**config.mk**
```make
export PLATFORM = sky130hd
export DESIGN_NAME = spd_lock_limiter
export DESIGN_NICKNAME = d
export VERILOG_FILES = /design/src/rtl/spd_lock_pkg.sv /design/src/rtl/spd_lock_regs.sv /design/src/rtl/spd_lock_win.sv /design/src/rtl/spd_lock_cnt.sv /design/src/rtl/spd_lock_limiter.sv
export SDC_FILE = /design/constraint.sdc
export NUM_CORES = 1
export LEC_CHECK = 0
export BUFFER_PORTS_ARGS = -buffer_cell sky130_fd_sc_hd__buf_4
export CAP_MARGIN = 15
export CORE_MARGIN = 2
export CORE_UTILIZATION = 59
export DETAILED_ROUTE_END_ITERATION = 8
export PLACE_DENSITY_LB_ADDON = 0.1
export SYNTH_ARGS = -nofsm -noshare
export SYNTH_HDL_FRONTEND = slang
export SYNTH_SLANG_ARGS = --single-unit
```
**constraint.sdc**
```tcl
create_clock -name clk -period 3.4 [get_ports clk]
set_input_delay 0.17 -clock clk [delete_from_list [all_inputs] [get_ports clk]]
set_output_delay 0.17 -clock clk [all_outputs]
set_load 0.01 [all_outputs]
```
**src/rtl/spd_lock_pkg.sv**
```systemverilog
package spd_lock_pkg;
   localparam int SEL_W = 2;

   typedef enum logic [1:0] {
      ADR_ERR   = 2'd0,
      ADR_UPPER = 2'd1,
      ADR_LOWER = 2'd2,
      ADR_CTRL  = 2'd3
   } reg_adr_e;

   localparam int CTL_LOCK_EN = 0;
   localparam int CTL_LIM_EN  = 1;
   localparam int CTL_AUTO    = 2;
   localparam int CTL_SEL_LSB = 3;
   localparam int CTL_TRIG    = 7;

   typedef struct packed {
      logic [SEL_W-1:0] sel;
      logic             auto_x;
      logic             lim_en;
      logic             lock_en;
   } ctrl_t;
endpackage

```
**src/rtl/spd_lock_regs.sv**
```systemverilog
module spd_lock_regs
   import spd_lock_pkg::*;
#(
   parameter int ERR_W = 16
) (
   input  logic             clk,
   input  logic             rst_n,
   input  logic             clr_i,
   input  logic             smp_vld_i,
   input  logic [ERR_W-1:0] smp_err_i,
   input  logic             wr_i,
   input  logic [ERR_W/8-1:0] be_i,
   input  logic [1:0]       addr_i,
   input  logic [ERR_W-1:0] wdata_i,
   output logic [ERR_W-1:0] rdata_o,
   output logic [ERR_W-1:0] err_q_o,
   output logic [ERR_W-1:0] upper_q_o,
   output logic [ERR_W-1:0] lower_q_o,
   output ctrl_t            ctrl_q_o,
   output logic             ctrl_wr_o,
   output logic             trig_o
);
   localparam logic [ERR_W-1:0] UPPER_RST = {1'b0, {(ERR_W-1){1'b1}}};
   localparam logic [ERR_W-1:0] LOWER_RST = {1'b1, {(ERR_W-1){1'b0}}};
   localparam int CTL_W = $bits(ctrl_t);

   logic word_wr;
   logic [ERR_W-1:0] err_q, upper_q, lower_q;
   ctrl_t ctrl_q;

   assign word_wr   = wr_i && (&be_i) && !clr_i;
   assign ctrl_wr_o = word_wr && (addr_i == ADR_CTRL);
   assign trig_o    = ctrl_wr_o && wdata_i[CTL_TRIG];

   always_ff @(posedge clk or negedge rst_n) begin
      if (!rst_n) begin
         err_q   <= '0;
         upper_q <= UPPER_RST;
         lower_q <= LOWER_RST;
         ctrl_q  <= '0;
      end else if (clr_i) begin
         err_q   <= '0;
         upper_q <= UPPER_RST;
         lower_q <= LOWER_RST;
         ctrl_q  <= '0;
      end else begin
         if (smp_vld_i)
            err_q <= smp_err_i;
         else if (word_wr && addr_i == ADR_ERR)
            err_q <= wdata_i;
         if (word_wr && addr_i == ADR_UPPER) upper_q <= wdata_i;
         if (word_wr && addr_i == ADR_LOWER) lower_q <= wdata_i;
         if (ctrl_wr_o) ctrl_q <= ctrl_t'(wdata_i[CTL_W-1:0]);
      end
   end

   always_comb begin
      unique case (reg_adr_e'(addr_i))
         ADR_ERR:  rdata_o = err_q;
         ADR_CTRL: rdata_o = {{(ERR_W-CTL_W){1'b0}}, ctrl_q};
         default:  rdata_o = '0;
      endcase
   end

   assign err_q_o   = err_q;
   assign upper_q_o = upper_q;
   assign lower_q_o = lower_q;
   assign ctrl_q_o  = ctrl_q;
endmodule

```
**src/rtl/spd_lock_win.sv**
```systemverilog
module spd_lock_win #(
   parameter int ERR_W    = 16,
   parameter bit LIMIT_HW = 1'b1
) (
   input  logic signed [ERR_W-1:0] val_i,
   input  logic signed [ERR_W-1:0] upper_i,
   input  logic signed [ERR_W-1:0] lower_i,
   input  logic                    lim_en_i,
   output logic                    in_rng_o,
   output logic signed [ERR_W-1:0] lim_o
);
   logic above, below;

   assign above    = val_i > upper_i;
   assign below    = val_i < lower_i;
   assign in_rng_o = !above && !below;

   generate
      if (LIMIT_HW) begin : g_lim
         always_comb begin
            if (lim_en_i && above)      lim_o = upper_i;
            else if (lim_en_i && below) lim_o = lower_i;
            else                        lim_o = val_i;
         end
      end else begin : g_pass
         assign lim_o = val_i;
      end
   endgenerate
endmodule

```
**src/rtl/spd_lock_cnt.sv**
```systemverilog
module spd_lock_cnt #(
   parameter int SEL_W = 2
) (
   input  logic             clk,
   input  logic             rst_n,
   input  logic             clr_i,
   input  logic             restart_i,
   input  logic [SEL_W-1:0] sel_i,
   input  logic             hit_i,
   input  logic             miss_i,
   output logic             lock_o
);
   localparam int CNT_W = 1 << SEL_W;

   logic [CNT_W-1:0] cnt_q, reload;
   logic             lock_q;

   assign reload = CNT_W'(1) << sel_i;

   always_ff @(posedge clk or negedge rst_n) begin
      if (!rst_n) begin
         cnt_q  <= CNT_W'(1);
         lock_q <= 1'b0;
      end else if (clr_i) begin
         cnt_q  <= CNT_W'(1);
         lock_q <= 1'b0;
      end else if (restart_i || miss_i) begin
         cnt_q  <= reload;
         lock_q <= 1'b0;
      end else if (hit_i) begin
         if (cnt_q > CNT_W'(1)) begin
            cnt_q <= cnt_q - CNT_W'(1);
         end else begin
            cnt_q  <= '0;
            lock_q <= 1'b1;
         end
      end
   end

   assign lock_o = lock_q;
endmodule

```
**src/rtl/spd_lock_limiter.sv**
```systemverilog
module spd_lock_limiter
   import spd_lock_pkg::*;
#(
   parameter int ERR_W    = 16,
   parameter bit LIMIT_HW = 1'b1
) (
   input  logic             clk,
   input  logic             rst_n,
   input  logic             standby_i,
   input  logic             mstop_i,
   input  logic             err_vld_i,
   input  logic [ERR_W-1:0] err_i,
   input  logic             reg_wr_i,
   input  logic [ERR_W/8-1:0] reg_be_i,
   input  logic [1:0]       reg_addr_i,
   input  logic [ERR_W-1:0] reg_wdata_i,
   output logic [ERR_W-1:0] reg_rdata_o,
   output logic [ERR_W-1:0] flt_err_o,
   output logic             flt_vld_o,
   output logic             lock_o
);
   generate
      if (ERR_W < 8 || (ERR_W % 8) != 0) begin : g_bad_w
         $error("spd_lock_limiter: ERR_W must be a multiple of 8");
      end
      if (ERR_W < $bits(ctrl_t) + 3) begin : g_bad_ctl
         $error("spd_lock_limiter: ERR_W too narrow for control fields");
      end
   endgenerate

   logic             clr;
   logic [ERR_W-1:0] err_q, upper_q, lower_q;
   ctrl_t            ctrl_q;
   logic             ctrl_wr, trig;
   logic             smp_in_rng, reg_in_rng;
   logic [ERR_W-1:0] smp_lim, reg_lim;
   logic             auto_vld, restart;
   logic [SEL_W-1:0] cnt_sel;
   logic [ERR_W-1:0] flt_err_q;
   logic             flt_vld_q;

   assign clr = standby_i || mstop_i;

   spd_lock_regs #(.ERR_W(ERR_W)) u_regs (
      .clk       (clk),
      .rst_n     (rst_n),
      .clr_i     (clr),
      .smp_vld_i (err_vld_i),
      .smp_err_i (err_i),
      .wr_i      (reg_wr_i),
      .be_i      (reg_be_i),
      .addr_i    (reg_addr_i),
      .wdata_i   (reg_wdata_i),
      .rdata_o   (reg_rdata_o),
      .err_q_o   (err_q),
      .upper_q_o (upper_q),
      .lower_q_o (lower_q),
      .ctrl_q_o  (ctrl_q),
      .ctrl_wr_o (ctrl_wr),
      .trig_o    (trig)
   );

   spd_lock_win #(.ERR_W(ERR_W), .LIMIT_HW(LIMIT_HW)) u_win_smp (
      .val_i    (err_i),
      .upper_i  (upper_q),
      .lower_i  (lower_q),
      .lim_en_i (ctrl_q.lim_en),
      .in_rng_o (smp_in_rng),
      .lim_o    (smp_lim)
   );

   spd_lock_win #(.ERR_W(ERR_W), .LIMIT_HW(LIMIT_HW)) u_win_reg (
      .val_i    (err_q),
      .upper_i  (upper_q),
      .lower_i  (lower_q),
      .lim_en_i (ctrl_q.lim_en),
      .in_rng_o (reg_in_rng),
      .lim_o    (reg_lim)
   );

   assign restart = ctrl_wr || !ctrl_q.lock_en;
   assign cnt_sel = ctrl_wr ? reg_wdata_i[CTL_SEL_LSB +: SEL_W] : ctrl_q.sel;

   spd_lock_cnt #(.SEL_W(SEL_W)) u_cnt (
      .clk       (clk),
      .rst_n     (rst_n),
      .clr_i     (clr),
      .restart_i (restart),
      .sel_i     (cnt_sel),
      .hit_i     (err_vld_i && smp_in_rng),
      .miss_i    (err_vld_i && !smp_in_rng),
      .lock_o    (lock_o)
   );

   assign auto_vld = err_vld_i && ctrl_q.auto_x;

   always_ff @(posedge clk or negedge rst_n) begin
      if (!rst_n) begin
         flt_vld_q <= 1'b0;
         flt_err_q <= '0;
      end else if (clr) begin
         flt_vld_q <= 1'b0;
         flt_err_q <= '0;
      end else begin
         flt_vld_q <= auto_vld || trig;
         if (auto_vld)  flt_err_q <= smp_lim;
         else if (trig) flt_err_q <= reg_lim;
      end
   end

   assign flt_err_o = flt_err_q;
   assign flt_vld_o = flt_vld_q;
endmodule

```
; ---- After elaboration in Yosys (flattened, before gate mapping)
; Cells that the tools add are included.
[word_totals]
word_cells = 82
ff_bits = 75
input_bits = 42
out_inout_bits = 34
[op_classes]
n_eq_ne = 4
add_sub_neg = 1
shift = 1
reduce_logical = 33
n_lt_le_gt_ge = 5
n_mux = 27
[op_table]
columns = op, count
row1 = $mux W16, 14
row2 = $gt A16 B16 Y1, 2
row3 = $lt A16 B16 Y1, 2
row4 = $pmux W16 S2, 1
row5 = $mux W4, 4
row6 = $logic_and A1 B1 Y1, 15
row7 = $mux W5, 2
row8 = $reduce_bool A3 Y1, 3
row9 = $reduce_bool A2 Y1, 3
row10 = $logic_not A1 Y1, 5
row11 = $mux W1, 5
row12 = $eq A2 B2 Y1 const B, 2
row13 = $gt A4 B1 Y1 const B, 1
row14 = $logic_or A1 B1 Y1, 4
row15 = $reduce_and A2 Y1, 2
row16 = $shl A1 B2 Y4 const A, 1
row17 = $sub A4 B1 Y4 const B, 1
row18 = $ne A3 B2 Y1 const B, 1
row19 = $eq A2 B1 Y1 const B, 1
row20 = $logic_not A2 Y1, 1
row21 = $mux W2, 1

; ---- Logic depth before layout (Yosys ltp)
; Gate-level depths: netlist of the first run.
[logic_depth]
ltp_word = 8
mapped_depth = 12
mapped_depth_nobuf = 10

; ---- Hierarchy
; Synthesis of the first run repeated with hierarchy kept, for this count alone.
[unflattened]
hier_cells = 746
hier_area_um2 = 6473.7
[modules_own_cells]
columns = mod, cells_each, instances, area_per_inst_um2, seq_area_each_um2
row1 = spd_lock_regs, 255, 1, 2688.8, 1346.3
row2 = spd_lock_win, 187, 2, 1285.0, 0.0
row3 = spd_lock_limiter, 80, 1, 864.6, 425.4
row4 = spd_lock_cnt, 37, 1, 350.3, 126.4

; ---- Worst setup path before layout of the first run
; Ideal clock, no wire load.
[synth_timing]
path_type = reg-to-reg
from = register u_regs.upper_q[13] (netlist: u_regs.upper_q_o[13])
to = register flt_err_q[10] (netlist: flt_err_o[10])
synth_period_minus_slack_ns = 2.768
setup_slack_ns = 0.632
n_path_buf = 2
required_time_ns = 3.263
setup_time_ns = 0.137
arrival_time_ns = 2.631
stages_incl_launch_ff = 12
cell_sequence = dfstp_2 > inv_1 > ha_1 > nand4_2 > or4_1 > and4_4 > or3_1 > buf_6 > buf_12 > o221ai_2 > a21o_1 > a21oi_1
[synth_via]
elab_chain_cells = 6
word_cells_on_any_way = 9
classes_between = order compare (2) / mux (5) / reduce/logical (2)
[synth_lines]
columns = element, line
row1 = start: declaration, spd_lock_regs.sv:28  ; logic [ERR_W-1:0] err_q, upper_q, lower_q;
row2 = start signal: assignment, spd_lock_regs.sv:51  ; if (word_wr && addr_i == ADR_UPPER) upper_q <= wdata_i;
row3 = $gt A16 B16 Y1, spd_lock_win.sv:14  ; assign above = val_i > upper_i;
row4 = $logic_and A1 B1 Y1, spd_lock_win.sv:21  ; if (lim_en_i && above) lim_o = upper_i;
row5 = $mux W16, spd_lock_win.sv:21
row6 = $mux W16, spd_lock_limiter.sv:107  ; else if (trig) flt_err_q <= reg_lim;
row7 = $mux W16 (*), spd_lock_limiter.sv:106  ; if (auto_vld) flt_err_q <= smp_lim;
row8 = $mux W16 (*), spd_lock_limiter.sv:101  ; end else if (clr) begin
row9 = end signal: assignment, spd_lock_limiter.sv:106
row10 = end signal: assignment, spd_lock_limiter.sv:107
row11 = end: declaration, spd_lock_limiter.sv:39  ; logic [ERR_W-1:0] flt_err_q;
; Every way passes the cells marked *; elsewhere a longest branch is shown, timed or not. The select of a mux whose other input is x is not followed.
; A chain may end at the register's enable or synchronous reset.

; ---- Worst setup path after layout of the first run
[layout_timing]
from = register u_regs.upper_q[13] (netlist: u_regs.upper_q_o[13])
to = register flt_err_q[5] (netlist: flt_err_o[5])
; Same word-level chain as after synthesis.

==> flow_summary.json, run 1 <==
{
  "antenna_found_initial": 0,
  "path_delay_family": "compound AO/OA/AOI/OAI gates",
  "ys_seq_elements": 75,
  "gr-usage-all-layers_pct": 33.8,
  "cts_tree": "yes",
  "worstSetupPathType": "flop to flop",
  "rsz0062_at_grt": "no",
  "rr_startpoint": "u_regs.upper_q_o[13]$_DFFE_PN1P_",
  "syn_to_final_growth_pct": 15.4,
  "syn-cell-area_sq_um": 5720,
  "overflow": 0,
  "cp.required_ps": 3680,
  "dieArea_sq_um": 10500,
  "endpoint_kind": "flop",
  "failed_checks": "negative hold slack",
  "grt_pass1_wl_um": 26700,
  "fmax_mhz": 316,
  "globalplace.congestion": 0.947,
  "crit_path_start": "u_regs.upper_q_o[13]$_DFFE_PN1P_",
  "cts_hold_buf": 0,
  "ir_worst_vdd_mv": 0.211,
  "ys_top_cells_by_count": "68 x ha_1, 64 x nand2_1, 58 x dfrtp_1, 42 x inv_1, 39 x a21oi_1",
  "setup_violations": 0,
  "grt_pass1_vias": 5037,
  "cpPeakStageDelay_ps": 750,
  "slew_headroom_pct": 33.6,
  "ys_seq_area_share_pct": 33.2,
  "ant_nets": 0,
  "p_leak_nw": 3.17,
  "holdWs_ps": -62.4,
  "setup_tns_ps": 0,
  "synth_edf_count": 0,
  "path_max_fanout": 8,
  "pwr_density_cell_nw_per_um2": 292,
  "synth.most_common_cell": "ha_1",
  "synth_area_leaders": "dfrtp_1 25%, ha_1 15%, dfstp_2 7.8%",
  "hold_path_class": "input pin to asynchronous set/reset pin",
  "outcome": "finished, violations left",
  "start_kind": "flop",
  "clock_sinks": 75,
  "num_rows": 35,
  "period_needed_ps": 3170,
  "period_share_pct": 93.1,
  "nFillCells": 727,
  "drcViolationCount": 0,
  "via_per_inst": 6.30,
  "tightest_slew_ps": 995,
  "start_util_pct": 61.4,
  "num_vias": 5168,
  "nets": 796,
  "slowest_stage": "o311ai_2",
  "path_clk_slew_ps": 80,
  "cap_violations": 0,
  "synth_ff_type": "dfrtp_1",
  "final-max-slew-violation-count": 0,
  "ys_warn_count": 0,
  "layout-drive-gt1-share_pct": 22.1,
  "avgRoutedWirePerCell_um": 20.8,
  "synthArstFlopShare_pct": 100,
  "htreeDepth": 3,
  "grt_max_degree": 76,
  "cp.arrival_ps": 3450,
  "clk_latency_ps": 370,
  "p_total_w": 0.00193,
  "port_buffers": 75,
  "numCtsBuffers": 9,
  "die_w_um": 102,
  "cp_num_buf_inv": 2,
  "netlist.area_leader.share_pct": 25.4,
  "routed_wl_um": 17000,
  "synth_fp_nets": 731,
  "drtIter0Drc": 332,
  "hold_viol": 45,
  "core_sq_um": 9330,
  "chipHeight_um": 102,
  "crit_chain": "inv_1, ha_1, nand4_1, or2_1, a211oi_1, nor4_1, o311ai_2, buf_4, o21ai_0, o31ai_1",
  "antenna_cells": 0,
  "synth_area_per_cell_sq_um": 9.22,
  "ctsRootBufferMaster": "clkbuf_8",
  "cts.path.max_buffers": 2,
  "dp_hpwl_um": 12200,
  "drt_pass1_iterations": 5,
  "synth_cell_types": 56,
  "yosysTopAreaCell": "dfrtp_1",
  "ios": 76,
  "synth_cells": 621,
  "fin_skew_ps": 9.30
}
-- report_power, final --
| part | internal (W) | switching [W] | leakage (nW) |
|---|---|---|---|
| sequential | 0.000905 | 0.0000217 | 0.981 |
| combinational | 0.000118 | 0.000174 | 2.09 |
| clock | 0.000356 | 0.000355 | 0.0991 |
-- what timing repair did --
item | 4_1_cts | 5_1_grt
resized for setup | 0 | 2
buffers inserted | 0 | 0
endpoints found under the setup margin | 0 | 15
-- registers in the layout (all words and copies together), names as in the netlist --
name / count
flt_err_o: 16
u_regs.err_q_o: 16
u_regs.lower_q_o: 16
u_regs.upper_q_o: 16
u_regs.ctrl_q_o: 5
u_cnt.cnt_q: 4
flt_vld_o: 1
u_cnt.lock_o: 1
-- final timing paths --
check,end,slack (ps),cells after the start
worst max-delay path,flt_err_o[5]$_DFFE_PN0P_,230,10
worst min-delay path,u_regs.err_q_o[10]$_DFFE_PN0P_,-60,1
worst max register to register,flt_err_o[5]$_DFFE_PN0P_,230,10
worst min register to register,flt_err_o[3]$_DFFE_PN0P_,520,2
max in group asynchronous,u_regs.lower_q_o[8]$_DFFE_PN0P_,2790,1
min in group clk,u_regs.lower_q_o[9]$_DFFE_PN0P_,10,3
-- layout by cell type (no fill, tap or decap), types with 5 or more instances in the layout --
master    instances
a21oi_1          39
nand4_1           9
buf_4            86
o22ai_1          12
o221ai_2          5
inv_1            42
nand2b_1          5
clkbuf_8         10
o221ai_1          6
dfstp_2          17
ha_1             68
mux2_2           16
o31ai_1          36
a21o_1           21
o21ai_0          14
a211oi_1          5
nand2_1          64
a31oi_1          17
nand3_1          13
a22oi_1           5
nor2_1           31
mux2i_1          37
dfrtp_1          58
and2_1           16
nor3_1           10
-- per-layer routing --
metal | wire length [um] | vias to the layer above | GRT usage, %
li1 | - | 2418 | -
met1 | 7370 | 2528 | 45.8
met2 | 8270 | 193 | 56.0
met3 | 1050 | 29 | 5.63
met4 | 344 | 0 | 10.1
met5 | 0 | - | 0
-- final cells by class --
cell class                      count  area [sq um]  area share [%]
Multi-Input combinational cell    471          3530            53.4
Sequential cell                    75          1900            28.7
Timing Repair Buffer               87           666            10.1
Tap cell                          129           161            2.44
Inverter                           42           158            2.39
Clock buffer                       11           141            2.14
Clock inverter                      5          52.6           0.796
-- worst register-to-register path: cells and delay by family (launching register included) --
family / cells / cell delay (ps)
adders and majority gates: 1 / 290
AOI/OAI and AO/OA: 4 / 1290
DFF: 1 / 560
and+or+nand+nor: 3 / 600
buffers and inverters: 2 / 360
-- per-stage QoR --
step                      setup WS, ps  area, sq um  cells  hold WS (ps)  utilization, %
final                              234         6600    820         -62.4            70.8
after global routing              29.1         6600    820          25.7            70.8
after CTS                         42.7         6600    820          1.37            70.7
after detailed placement          80.8         6400    804           391            68.6
after global placement             229         6400    804           385            68.6
after floorplan                    632         5720    621          -126               -
-- cells by family (layout without fill, tap and decap cells) --
family	Yosys count	after routing	synth area share, %
adders and majority gates	68	68	14.9
DFF	75	75	33.2
muxes	54	54	10.0
and+or+nand+nor	174	174	14.8
buffers and inverters	75	145	5.62
AOI/OAI and AO/OA	175	175	21.5
Note: power is estimated with default switching activity, not from simulation.
==> inputs of run 2 (changes only) <==
--- a/config.mk
+++ b/config.mk
@@ -11,6 +11,7 @@
 export CORE_UTILIZATION = 59
 export DETAILED_ROUTE_END_ITERATION = 8
 export PLACE_DENSITY_LB_ADDON = 0.1
+export RECOVER_POWER = 25
 export SYNTH_ARGS = -nofsm -noshare
 export SYNTH_HDL_FRONTEND = slang
 export SYNTH_SLANG_ARGS = --single-unit
==> run 2 against run 1 <==
Against the previous run: the flow finishes with violations (max-capacitance violations, max-slew violations); sequential share of layout area is essentially flat; register-to-register slack is essentially flat; worst hold slack improved by 75 ps; routed wire length about the same; largest cell class unchanged; die area stayed put; largest power group unchanged.
==> flow_summary.json, run 2 (synthesis results as in run 1) <==
{
  "holdWs_ps": 12.5,
  "ios": 76,
  "port_buffers": 75,
  "hold_path_class": "input pin to flop",
  "clock_sinks": 75,
  "worstSetupPathType": "flop to flop",
  "power_frac_seq_pct": 48.0,
  "num_vias": 5170,
  "die_w_um": 102,
  "path_clk_slew_ps": 80,
  "p_leak_nw": 3.17,
  "mostFrequentLayoutCells": "85 x buf_4, 68 x ha_1, 64 x nand2_1",
  "cap_violations": 1,
  "ctsRootBufferMaster": "clkbuf_8",
  "numCtsBuffers": 9,
  "tightest_slew_ps": 1950,
  "cp.arrival_ps": 3450,
  "clk_latency_ps": 370,
  "nets": 796,
  "grt_max_degree": 76,
  "clkPwrFrac_pct": 36.8,
  "hold_viol": 0,
  "pwr_density_cell_nw_per_um2": 292,
  "p_total_w": 0.00193,
  "start_kind": "flop",
  "cts_tree": "yes",
  "routed_wl_um": 17000,
  "swShare_pct": 28.6,
  "drt_pass1_iterations": 5,
  "setup_violations": 0,
  "avgRoutedWirePerCell_um": 20.8,
  "start_util_pct": 61.4,
  "syn_to_final_growth_pct": 15.3,
  "cpPeakStageDelay_ps": 750,
  "core_sq_um": 9330,
  "setup_ws_ps": 234,
  "nFillCells": 728,
  "period_needed_ps": 3170,
  "final-max-slew-violation-count": 76,
  "drtIter0Drc": 332,
  "overflow": 0,
  "via_per_inst": 6.30,
  "grt_pass1_vias": 5037,
  "place_area_sq_um": 6400,
  "comb_power_share_pct": 15.1,
  "antenna_cells": 0,
  "period_share_pct": 93.1,
  "globalplace.congestion": 0.947,
  "path_max_fanout": 8,
  "fmax_mhz": 316,
  "cts.path.max_buffers": 2,
  "drcViolationCount": 0,
  "power_switching_w": 0.000551,
  "slowest_stage": "o311ai_2",
  "detailedPlace.worstSlack_ps": 80.8,
  "cts_hold_buf": 0,
  "crit_chain": "inv_1, ha_1, nand4_1, or2_1, a211oi_1, nor4_1, o311ai_2, buf_4, o21ai_0, o31ai_1",
  "fin_skew_ps": 9.30,
  "final_common_cell": "buf_4",
  "final_cell_area_sq_um": 6600,
  "failed_checks": "max-capacitance violations, max-slew violations",
  "layout-drive-gt1-share_pct": 22.1,
  "dieArea_sq_um": 10500,
  "chipHeight_um": 102,
  "setup_tns_ps": 0,
  "antenna_found_initial": 0,
  "outcome": "finished, violations left",
  "intPower_w": 0.00138,
  "htreeDepth": 3,
  "endpoint_kind": "flop",
  "rsz0062_at_grt": "no",
  "cp.required_ps": 3680,
  "gr-usage-all-layers_pct": 33.8,
  "ir_worst_vdd_mv": 0.211,
  "grt_pass1_wl_um": 26700,
  "num_rows": 35,
  "ant_nets": 0,
  "dp_hpwl_um": 12200,
  "slew_headroom_pct": -30.0
}
==> run 2: path summary, 6_finish.rpt <==
| path | start | slack (ps) | cells after the start | endpoint |
|---|---|---|---|---|
| max | u_regs.upper_q_o[13]$_DFFE_PN1P_ | 230 | 10 | flt_err_o[5]$_DFFE_PN0P_ |
| min | reg_wdata_i[9] | 10 | 3 | u_regs.lower_q_o[9]$_DFFE_PN0P_ |
| max reg2reg | u_regs.upper_q_o[13]$_DFFE_PN1P_ | 230 | 10 | flt_err_o[5]$_DFFE_PN0P_ |
| min reg2reg | flt_err_o[3]$_DFFE_PN0P_ | 520 | 2 | flt_err_o[3]$_DFFE_PN0P_ |
| max in group asynchronous | rst_n | 1910 | 1 | u_regs.lower_q_o[8]$_DFFE_PN0P_ |
| min in group asynchronous | rst_n | 310 | 1 | u_regs.err_q_o[10]$_DFFE_PN0P_ |
==> run 2: cell type report <==
| type | count | area, sq um | area share (%) |
|---|---|---|---|
| sequential | 75 | 1900 | 28.8 |
| clock inverter | 5 | 52.6 | 0.796 |
| tap | 129 | 161 | 2.45 |
| clock buffer | 11 | 141 | 2.14 |
| multi-input combinational | 471 | 3530 | 53.4 |
| inverter | 42 | 158 | 2.39 |
| timing repair buffer | 87 | 663 | 10.0 |
==> run 2: per-layer routing <==
layer | track usage [%] | vias to the layer above | wire length, um
met5 | 0 | - | 0
li1 | - | 2418 | -
met2 | 56.0 | 193 | 8270
met3 | 5.63 | 29 | 1050
met1 | 45.8 | 2530 | 7370
met4 | 10.1 | 0 | 344
==> run 2: power groups by stage <==
stage                     sequential (W)  combinational (W)  clock (W)
final                           0.000927           0.000292   0.000711
after global placement          0.000943           0.000281          0
after detailed placement        0.000943           0.000289          0
after floorplan                 0.000934           0.000154          0
after global routing            0.000929           0.000320   0.000753
after CTS                       0.000927           0.000290   0.000712
==> run 2: repair_timing <==
item	CTS	global route
buffers inserted	0	0
setup endpoints to repair	0	15
gates resized for setup	0	2
==> run 2: metrics by stage <==
step	instances	util, %
3_3_place_gp	804	68.6
3_5_place_dp	804	68.6
2_1_floorplan	621	-
4_1_cts	820	70.7
5_1_grt	820	70.8
6_report	820	70.8
==> run 2: worst max-delay path: cells and delay by family (launching register included) <==
kind,cells,cell delay (ps)
buffers and inverters,2,360
adders and majority gates,1,290
AOI/OAI and AO/OA,4,1280
and+or+nand+nor,3,600
DFF,1,560
